$ cat config.mk
export PLATFORM = sky130hd
export DESIGN_NAME = shift_invq
export DESIGN_NICKNAME = d
export VERILOG_FILES = /design/src/rtl/sq_pkg.sv /design/src/rtl/sq_survey.sv /design/src/rtl/sq_control.sv /design/src/rtl/sq_store.sv /design/src/rtl/shift_invq.sv
export SDC_FILE = /design/constraint.sdc
export NUM_CORES = 1
export LEC_CHECK = 0
export BUFFER_PORTS_ARGS = -buffer_cell sky130_fd_sc_hd__buf_2
export CAP_MARGIN = 20
export CORE_MARGIN = 5
export CORE_UTILIZATION = 60
export CTS_CLUSTER_DIAMETER = 30
export DETAILED_ROUTE_END_ITERATION = 10
export PLACE_DENSITY = 0.85
export SLEW_MARGIN = 25
export SYNTH_ARGS = -nofsm -noshare
export SYNTH_HDL_FRONTEND = slang
export SYNTH_SLANG_ARGS = --single-unit
$ cat constraint.sdc
create_clock -name clk -period 4.3 [get_ports clk]
set_input_delay 0.43 -clock clk [delete_from_list [all_inputs] [get_ports clk]]
set_output_delay 0.43 -clock clk [all_outputs]
set_load 0.02 [all_outputs]
$ cat src/rtl/sq_pkg.sv
package sq_pkg;

    // What happens to the head slot in the current cycle.
    typedef enum logic [1:0] {
        HEAD_NONE = 2'd0,  // nothing occupies the head after trimming
        HEAD_KEEP = 2'd1,  // live head waits for the consumer
        HEAD_SEND = 2'd2,  // live head delivered, chain shifts
        HEAD_DROP = 2'd3   // dead head discarded, chain shifts
    } head_act_e;

    typedef struct packed {
        head_act_e act;
        logic      shift;
        logic      enq_fire;
    } step_ctl_t;

    function automatic logic act_shifts(head_act_e a);
        return (a == HEAD_SEND) || (a == HEAD_DROP);
    endfunction

endpackage

$ cat src/rtl/sq_survey.sv
// Works out which slots survive this cycle's kill mask, and which slots stay
// occupied once trailing dead slots are reclaimed.
module sq_survey #(
    parameter int DEPTH = 4
) (
    input  logic [DEPTH-1:0] used,
    input  logic [DEPTH-1:0] live,
    input  logic [DEPTH-1:0] kill,
    output logic [DEPTH-1:0] survive,
    output logic [DEPTH-1:0] occ_pre
);
    logic [DEPTH-1:0] above;

    assign survive = used & live & ~kill;

    generate
        for (genvar i = 0; i < DEPTH; i++) begin : g_slot
            if (i == DEPTH - 1) begin : g_top
                assign above[i] = 1'b0;
            end else begin : g_mid
                assign above[i] = above[i+1] | survive[i+1];
            end
            // a dead slot is kept only if a live entry sits behind it
            assign occ_pre[i] = survive[i] | (used[i] & above[i]);
        end
    endgenerate

endmodule

$ cat src/rtl/sq_control.sv
// Head decision, shift, enqueue readiness and the write slot.
module sq_control
    import sq_pkg::*;
#(
    parameter int DEPTH = 4
) (
    input  logic [DEPTH-1:0] occ_pre,
    input  logic [DEPTH-1:0] survive,
    input  logic             deq_ready,
    input  logic             enq_valid,
    output step_ctl_t        ctl,
    output logic             enq_ready,
    output logic [DEPTH-1:0] occ_post,
    output logic [DEPTH-1:0] wr_sel
);
    head_act_e act;
    logic      shift;

    always_comb begin
        if (!occ_pre[0])
            act = HEAD_NONE;
        else if (!survive[0])
            act = HEAD_DROP;
        else if (deq_ready)
            act = HEAD_SEND;
        else
            act = HEAD_KEEP;
    end

    assign shift     = act_shifts(act);
    assign enq_ready = ~occ_pre[DEPTH-1] | shift;

    assign ctl.act      = act;
    assign ctl.shift    = shift;
    assign ctl.enq_fire = enq_valid & enq_ready;

    generate
        for (genvar i = 0; i < DEPTH; i++) begin : g_post
            if (i == DEPTH - 1) begin : g_top
                assign occ_post[i] = shift ? 1'b0 : occ_pre[i];
            end else begin : g_mid
                assign occ_post[i] = shift ? occ_pre[i+1] : occ_pre[i];
            end
            if (i == 0) begin : g_first
                assign wr_sel[i] = ctl.enq_fire & ~occ_post[i];
            end else begin : g_rest
                assign wr_sel[i] = ctl.enq_fire & ~occ_post[i] & occ_post[i-1];
            end
        end
    endgenerate

endmodule

$ cat src/rtl/sq_store.sv
// Register chain: per-slot occupied and live flags plus data.
module sq_store #(
    parameter int WIDTH = 8,
    parameter int DEPTH = 4
) (
    input  logic                        clk,
    input  logic                        rst,
    input  logic                        shift,
    input  logic [DEPTH-1:0]            occ_post,
    input  logic [DEPTH-1:0]            survive,
    input  logic [DEPTH-1:0]            wr_sel,
    input  logic [WIDTH-1:0]            wr_data,
    output logic [DEPTH-1:0]            used,
    output logic [DEPTH-1:0]            live,
    output logic [DEPTH-1:0][WIDTH-1:0] data
);
    generate
        for (genvar i = 0; i < DEPTH; i++) begin : g_slot
            logic             nxt_live;
            logic [WIDTH-1:0] nxt_data;

            if (i == DEPTH - 1) begin : g_top
                assign nxt_live = shift ? 1'b0 : survive[i];
                assign nxt_data = data[i];
            end else begin : g_mid
                assign nxt_live = shift ? survive[i+1] : survive[i];
                assign nxt_data = shift ? data[i+1] : data[i];
            end

            always_ff @(posedge clk) begin
                if (rst) begin
                    used[i] <= 1'b0;
                    live[i] <= 1'b0;
                    data[i] <= '0;
                end else begin
                    used[i] <= occ_post[i] | wr_sel[i];
                    live[i] <= wr_sel[i] | nxt_live;
                    data[i] <= wr_sel[i] ? wr_data : nxt_data;
                end
            end
        end
    endgenerate

    // a write never lands on a slot that stays occupied after the shift
    p_write_free_r7: assert property (@(posedge clk) disable iff (rst)
        (wr_sel & occ_post) == '0);

endmodule

$ cat src/rtl/shift_invq.sv
module shift_invq
    import sq_pkg::*;
#(
    parameter int WIDTH = 8,
    parameter int DEPTH = 4   // at least 1
) (
    input  logic             clk,
    input  logic             rst,
    input  logic             enq_valid,
    output logic             enq_ready,
    input  logic [WIDTH-1:0] enq_data,
    output logic             deq_valid,
    input  logic             deq_ready,
    output logic [WIDTH-1:0] deq_data,
    input  logic [DEPTH-1:0] kill_mask
);
    logic [DEPTH-1:0]            used;
    logic [DEPTH-1:0]            live;
    logic [DEPTH-1:0][WIDTH-1:0] data;
    logic [DEPTH-1:0]            survive;
    logic [DEPTH-1:0]            occ_pre;
    logic [DEPTH-1:0]            occ_post;
    logic [DEPTH-1:0]            wr_sel;
    step_ctl_t                   ctl;

    sq_survey #(.DEPTH(DEPTH)) u_survey (
        .used    (used),
        .live    (live),
        .kill    (kill_mask),
        .survive (survive),
        .occ_pre (occ_pre)
    );

    sq_control #(.DEPTH(DEPTH)) u_control (
        .occ_pre   (occ_pre),
        .survive   (survive),
        .deq_ready (deq_ready),
        .enq_valid (enq_valid),
        .ctl       (ctl),
        .enq_ready (enq_ready),
        .occ_post  (occ_post),
        .wr_sel    (wr_sel)
    );

    sq_store #(.WIDTH(WIDTH), .DEPTH(DEPTH)) u_store (
        .clk      (clk),
        .rst      (rst),
        .shift    (ctl.shift),
        .occ_post (occ_post),
        .survive  (survive),
        .wr_sel   (wr_sel),
        .wr_data  (enq_data),
        .used     (used),
        .live     (live),
        .data     (data)
    );

    // head validity comes from registers only, never from this cycle's mask
    assign deq_valid = live[0];
    assign deq_data  = data[0];

    // reset leaves nothing to deliver
    p_reset_empty_r9: assert property (@(posedge clk)
        rst |=> !deq_valid);

    // a waiting head is held steady
    p_head_hold_r1: assert property (@(posedge clk) disable iff (rst)
        deq_valid && !deq_ready && kill_mask == '0 |=> deq_valid && $stable(deq_data));

    // a delivery always frees room for an arrival
    p_swap_ready_r3: assert property (@(posedge clk) disable iff (rst)
        deq_valid && deq_ready |-> enq_ready);

    // full, stalled and unkilled means no room
    p_no_overflow_r10: assert property (@(posedge clk) disable iff (rst)
        (&live) && !deq_ready && kill_mask == '0 |-> !enq_ready);

    // an empty queue with nothing offered stays empty whatever the mask
    p_empty_stays_r8: assert property (@(posedge clk) disable iff (rst)
        used == '0 && !enq_valid |=> !deq_valid);

endmodule

* Word level (Yosys, flattened, before mapping)
Cells that the tools add are included.
** Cells by class
- Mux-type cells :: 16
- Magnitude comparators :: 0
- Multiply operators :: 0
- Equality and inequality tests :: 2
- Add/sub/neg operators :: 0
- Divide/modulo/power cells :: 0
- Shift-type cells :: 0
- Reduce and logical (&&, ||, !) cells :: 4
- Bitwise gates (word level) :: 32
** Operators with widths (number)
- 8-bit 2-to-1 mux :: 6
- 1-bit bitwise OR :: 13
- 1-bit AND :: 11
- 4-bit AND :: 2
- 1-bit 2-to-1 mux :: 7
- 2-bit 2-to-1 mux :: 3
- 2-bit nonzero test :: 3
- 1-bit inverter :: 5
- 2-bit equality test (second input constant) :: 2
- 4-bit inverter :: 1
- 1-bit logical OR :: 1
** Storage, ports and cells
- Bits in latches :: 0
- Bits in registers :: 39
- Logic and storage cells :: 65
- Output and inout port bits :: 10
- ROM bits :: 0
- Memory bits (writable) :: 0
- Memories :: 0
- Input bits :: 16

* Longest topological paths before layout
- Depth after elaboration :: 14
- Depth in mapped cells :: 9
- Mapped depth without buffers :: 6

* By module
Synthesis repeated with hierarchy kept, for this count alone.
** Second synthesis, totals
- Cells, all modules :: 199
- Area total of the unflattened synthesis :: 1940.6 um2
** By module, submodules not included
- sq_store :: times used 1, cells an instance 159, area an instance 1669.1 um2, seq. area each 800.8 um2
- sq_control :: times used 1, cells an instance 27, area an instance 190.2 um2, seq. area each 0.0 um2
- sq_survey :: times used 1, cells an instance 13, area an instance 81.3 um2, seq. area each 0.0 um2

* Worst setup path after synthesis
No wires, ideal clock.
- Path kind :: register -> register
- Start point :: register u_store.live[0]
- End point :: register u_store.data[10] (netlist bit)
- Period minus slack after synthesis :: 2.016 ns
- Library setup time :: 0.121 ns
- Arrival :: 1.894 ns
- Stages on the path, launching flop included :: 9
- Required time :: 4.179 ns
- Buffers on the path :: 2
- Setup slack :: 2.284 ns
- Cells stage by stage :: dfxtp_1 > nor3b_1 > nand2b_1 > buf_2 > nor2_4 > nor3_1 > o21a_1 > buf_6 > mux2_4
** Between the ends
- Longest elaborated chain between the ends :: 11
- Elaborated cells between the ends (all ways) :: 17
- Classes of those cells :: eq/ne: 2; mux: 5; bitwise: 8; reduce/logical: 2
** RTL lines
- from (decl) :: line sq_store.sv:14 : output logic [DEPTH-1:0] live,
- from (signal, indexed assignment) :: line sq_store.sv:37 : live[i] <= wr_sel[i] | nxt_live;
- 4-bit AND * (2 in series) :: line sq_survey.sv:14 : assign survive = used & live & ~kill;
- 2-bit 2-to-1 mux / 1-bit bitwise OR (equally long branches) :: line sq_control.sv:22, sq_survey.sv:24
- 2-bit 2-to-1 mux :: line sq_control.sv:20 : if (!occ_pre[0])
- 2-bit equality test :: line sq_pkg.sv:18 : return (a == HEAD_SEND) || (a == HEAD_DROP);
- 1-bit logical OR :: line sq_pkg.sv:18
- 1-bit bitwise OR / 1-bit 2-to-1 mux (equally long branches) :: line sq_control.sv:31, sq_control.sv:42
- 1-bit AND / 1-bit inverter (equally long branches) :: line sq_control.sv:35, sq_control.sv:47
- 1-bit AND (2 in series) :: line sq_control.sv:47 : assign wr_sel[i] = ctl.enq_fire & ~occ_post[i] & occ_post[i-1];
- 8-bit 2-to-1 mux / 2-bit nonzero test (equally long branches)
- to (signal, indexed assignment) :: line sq_store.sv:38 : data[i] <= wr_sel[i] ? wr_data : nxt_data;
- to (decl) :: line sq_store.sv:15 : output logic [DEPTH-1:0][WIDTH-1:0] data
Every way passes the cells marked *; elsewhere a longest branch is shown, timed or not.
A chain may end at the register's enable or synchronous reset.

* Worst setup path after layout
- Start point :: register u_store.live[0]
- End point :: register u_store.data[12] (netlist bit)
The elaborated chain is that of the path after synthesis.

==> results.sh <==
export IMPL_outcome="completed"
export IMPL_dieArea_mm2=0.00451
export IMPL_ys_ff_latch=39
export IMPL_final_max_slew_viol_count=0
export IMPL_setup_violations=0
export IMPL_synth_top_family_by_area="multiplexers"
export IMPL_cts_max_path_buffers=2
export IMPL_yosys_cell_types_count=30
export IMPL_synthSimpleGateAreaFrac=0.173
export IMPL_dr_pass1_iters=4
export IMPL_netlist_area_mm2=0.00196
export IMPL_pwr_share_comb=0.094
export IMPL_globalRouteOverflowTotal=0
export IMPL_via_per_inst=5.52
export IMPL_slowest_stage="o21a_1"
export IMPL_dp_cells=251
export IMPL_groute_usage_overall=0.174
export IMPL_p_sw_uw=161
export IMPL_path_buf_inv=0
export IMPL_portBuffers=25
export IMPL_instances_no_fill=258
export IMPL_antenna_left=0
export IMPL_clk_latency_ps=350
export IMPL_fin_crit_sh=0.535
export IMPL_pre_cts_ws_ps=1810
export IMPL_ys_warn_count=0
export IMPL_detail_route_wl_per_cell_um=13.3
export IMPL_vdd_ir_drop_max_v=0.000195
export IMPL_tightest_slew_ps=786
export IMPL_critPathTopFamily="simple AND/OR/NAND/NOR gates"
export IMPL_p_int_uw=467
export IMPL_cts_tree="done"
export IMPL_cts_sinks=39
export IMPL_cp_cell_sequence="nor3b_1 > nand2b_1 > nor2_4 > nor3_1 > o21a_1 > mux2_4"
export IMPL_cts_setup_buffers=0
export IMPL_relSlewSlack=0.476
export IMPL_synth_compound_area_frac=0.124
export IMPL_grt_max_degree=48
export IMPL_die_h_um=67.2
export IMPL_h_tree_depth=2
export IMPL_required_ps=4550
export IMPL_setup_tns_final_ps=0
export IMPL_cts_root_buffer="clkbuf_4"
export IMPL_reg2reg_depth=6
export IMPL_arrival_ps=2550
export IMPL_power_uw=627
export IMPL_whs_path_depth=3
export IMPL_postCtsResizedCells=0
export IMPL_nets=230
export IMPL_max_stage_delay_ps=510
export IMPL_path_depth=6
export IMPL_hold_buffers=0
export IMPL_synth_xor_area_frac=0
export IMPL_layout_min_cycle_time_ps=2300
export IMPL_worstSetupPathType="reg -> reg"
export IMPL_hold_viol_final=0
export IMPL_clock_skew_ps=7.95
export IMPL_synthAdderAreaFrac=0
export IMPL_fp_row_count=20
export IMPL_grt_pass1_wl_um=5870
export IMPL_area_growth_pct=5.30
export IMPL_antenna_found_initial=0
export IMPL_die_w_um=67.2
export IMPL_multiInputGateArea_mm2=0.00103
export IMPL_hold_path_class="in -> reg"
export IMPL_seqCellArea_um2=781
export IMPL_drt_iter0_markers=81
export IMPL_power_density_mw_per_mm2=304
export IMPL_cts_buffers=5
export IMPL_rsz0062_at_grt="false"
export IMPL_worst_slack_ps=2000
export IMPL_fmax_mhz=434
export IMPL_end_kind="flop"
export IMPL_place_congestion=0.849
export IMPL_clk_pin_slew_ps=120
export IMPL_grt_pass1_vias=1313
export IMPL_p_clk_frac=0.313
export IMPL_dp_hpwl_um=2280
export IMPL_syn_mean_instance_area_um2=9.66
export IMPL_drc=0
export IMPL_start_util=0.632
export IMPL_muxShareOfSynthArea=0.230
export IMPL_syn_nets=219
export IMPL_fillers=272
export IMPL_pwr_share_seq=0.593
export IMPL_leakage_uw=0.000817
export IMPL_crit_path_start_kind="flop"
export IMPL_core_area_mm2=0.00310
export IMPL_yosysSeqAreaShare=0.398
export IMPL_drv_cap=0
export IMPL_critPathMaxFanout=9
export IMPL_drive_gt1_frac=0.220
export IMPL_num_vias=1423
export IMPL_diodes=0
export IMPL_switching_share=0.256
export IMPL_postSynthCellCount=203
export IMPL_drt_wl_total_um=3430
export IMPL_ioPinCount=26
synthesized netlist by cell type:
library cell,instances,share of area
a211oi_1,16,0.061
a21oi_1,8,0.020
a22oi_1,1,0.0038
and2_4,2,0.0089
and3b_1,2,0.0089
buf_2,4,0.010
buf_4,11,0.042
buf_6,2,0.011
clkbuf_1,6,0.011
dfxtp_1,39,0.40
mux2_4,8,0.061
mux2i_1,33,0.17
nand2_1,3,0.0057
nand2b_1,2,0.0064
nand3_1,2,0.0051
nor2_1,36,0.069
nor2_4,1,0.0057
nor2b_1,11,0.035
nor2b_4,1,0.0070
nor3_1,1,0.0026
nor3b_1,2,0.0077
nor4_4,1,0.011
o211ai_1,1,0.0038
o21a_1,2,0.0077
o21ai_0,3,0.0077
o21ai_1,1,0.0026
o21bai_1,1,0.0038
o22ai_1,1,0.0032
o31a_1,1,0.0045
o32a_1,1,0.0051
power groups by stage:
stage                     Combinational, uW  Sequential (uW)  Clock, uW
after global placement                 58.5              380          0
after global routing                   65.0              373        219
final                                  58.8              372        196
after detailed placement               59.0              381          0
after CTS                              59.2              372        205
after floorplan                        46.9              380          0
placed cells by master, fill, tap and decap left out, drive strengths merged:
cell type  Yosys  routed
a211oi        16      16
a21oi          8       8
buf           17      27
clkbuf         6       6
nor2b         12      12
clkinv         0       1
o31a           1       1
o21ai          4       4
a22oi          1       1
nor3b          2       2
and2           2       2
mux2           8       8
nor2          37      37
nor4           1       1
and3b          2       2
dfxtp         39      39
o211ai         1       1
nand2b         2       2
mux2i         33      33
o32a           1       1
nor3           1       1
o21a           2       2
o22ai          1       1
o21bai         1       1
nand2          3       3
nand3          2       2
logic make-up after synthesis:
logic type	Yosys count
muxes	41
buffers and inverters	23
and+or+nand+nor	64
DFF	39
AOI/OAI and AO/OA	36
sequential cells by signal, indices dropped and copies added (netlist names):
register	count
u_store.used	4
u_store.live	3
u_store.data	24
u_store.g_slot.nxt_data	8
worst register-to-register path, stage by stage (launching register included):
cell	delay, ps
dfxtp_1	350
nor3b_1	290
nand2b_1	390
nor2_4	90
nor3_1	230
o21a_1	510
mux2_4	340
through the flow:
step | utilization | cell area, um^2 | hold slack, ps
global route | 0.665 | 2060 | 352
detailed placement | 0.647 | 2010 | 489
floorplan | - | 1960 | 463
finish | 0.665 | 2060 | 353
CTS | 0.665 | 2060 | 339
global placement | 0.647 | 2010 | 478
worst paths after layout:
check | from | end | slack, ps
max | u_store.live[0] | u_store.data[12] | 2000
min reg2reg | u_store.g_slot[3].nxt_data[7] | u_store.g_slot[3].nxt_data[7] | 510
min | enq_data[3] | u_store.g_slot[3].nxt_data[3] | 350
max reg2reg | u_store.live[0] | u_store.data[12] | 2000
metal layers:
| metal | share of wire | track usage | vias to the layer above |
|---|---|---|---|
| met5 | 0 | 0 | - |
| met4 | 0.018 | 0.0759 | 0 |
| li1 | - | - | 724 |
| met3 | 0.053 | 0.0599 | 6 |
| met2 | 0.45 | 0.287 | 35 |
| met1 | 0.48 | 0.205 | 658 |
final cells by class:
| type | count | share of cell area |
|---|---|---|
| Clock buffer | 6 | 0.0248 |
| Multi-Input combinational cell | 141 | 0.500 |
| Sequential cell | 39 | 0.378 |
| Tap cell | 44 | 0.0267 |
| Clock inverter | 1 | 0.00242 |
| Timing Repair Buffer | 27 | 0.0679 |
Note: power is estimated with default switching activity, not from simulation.
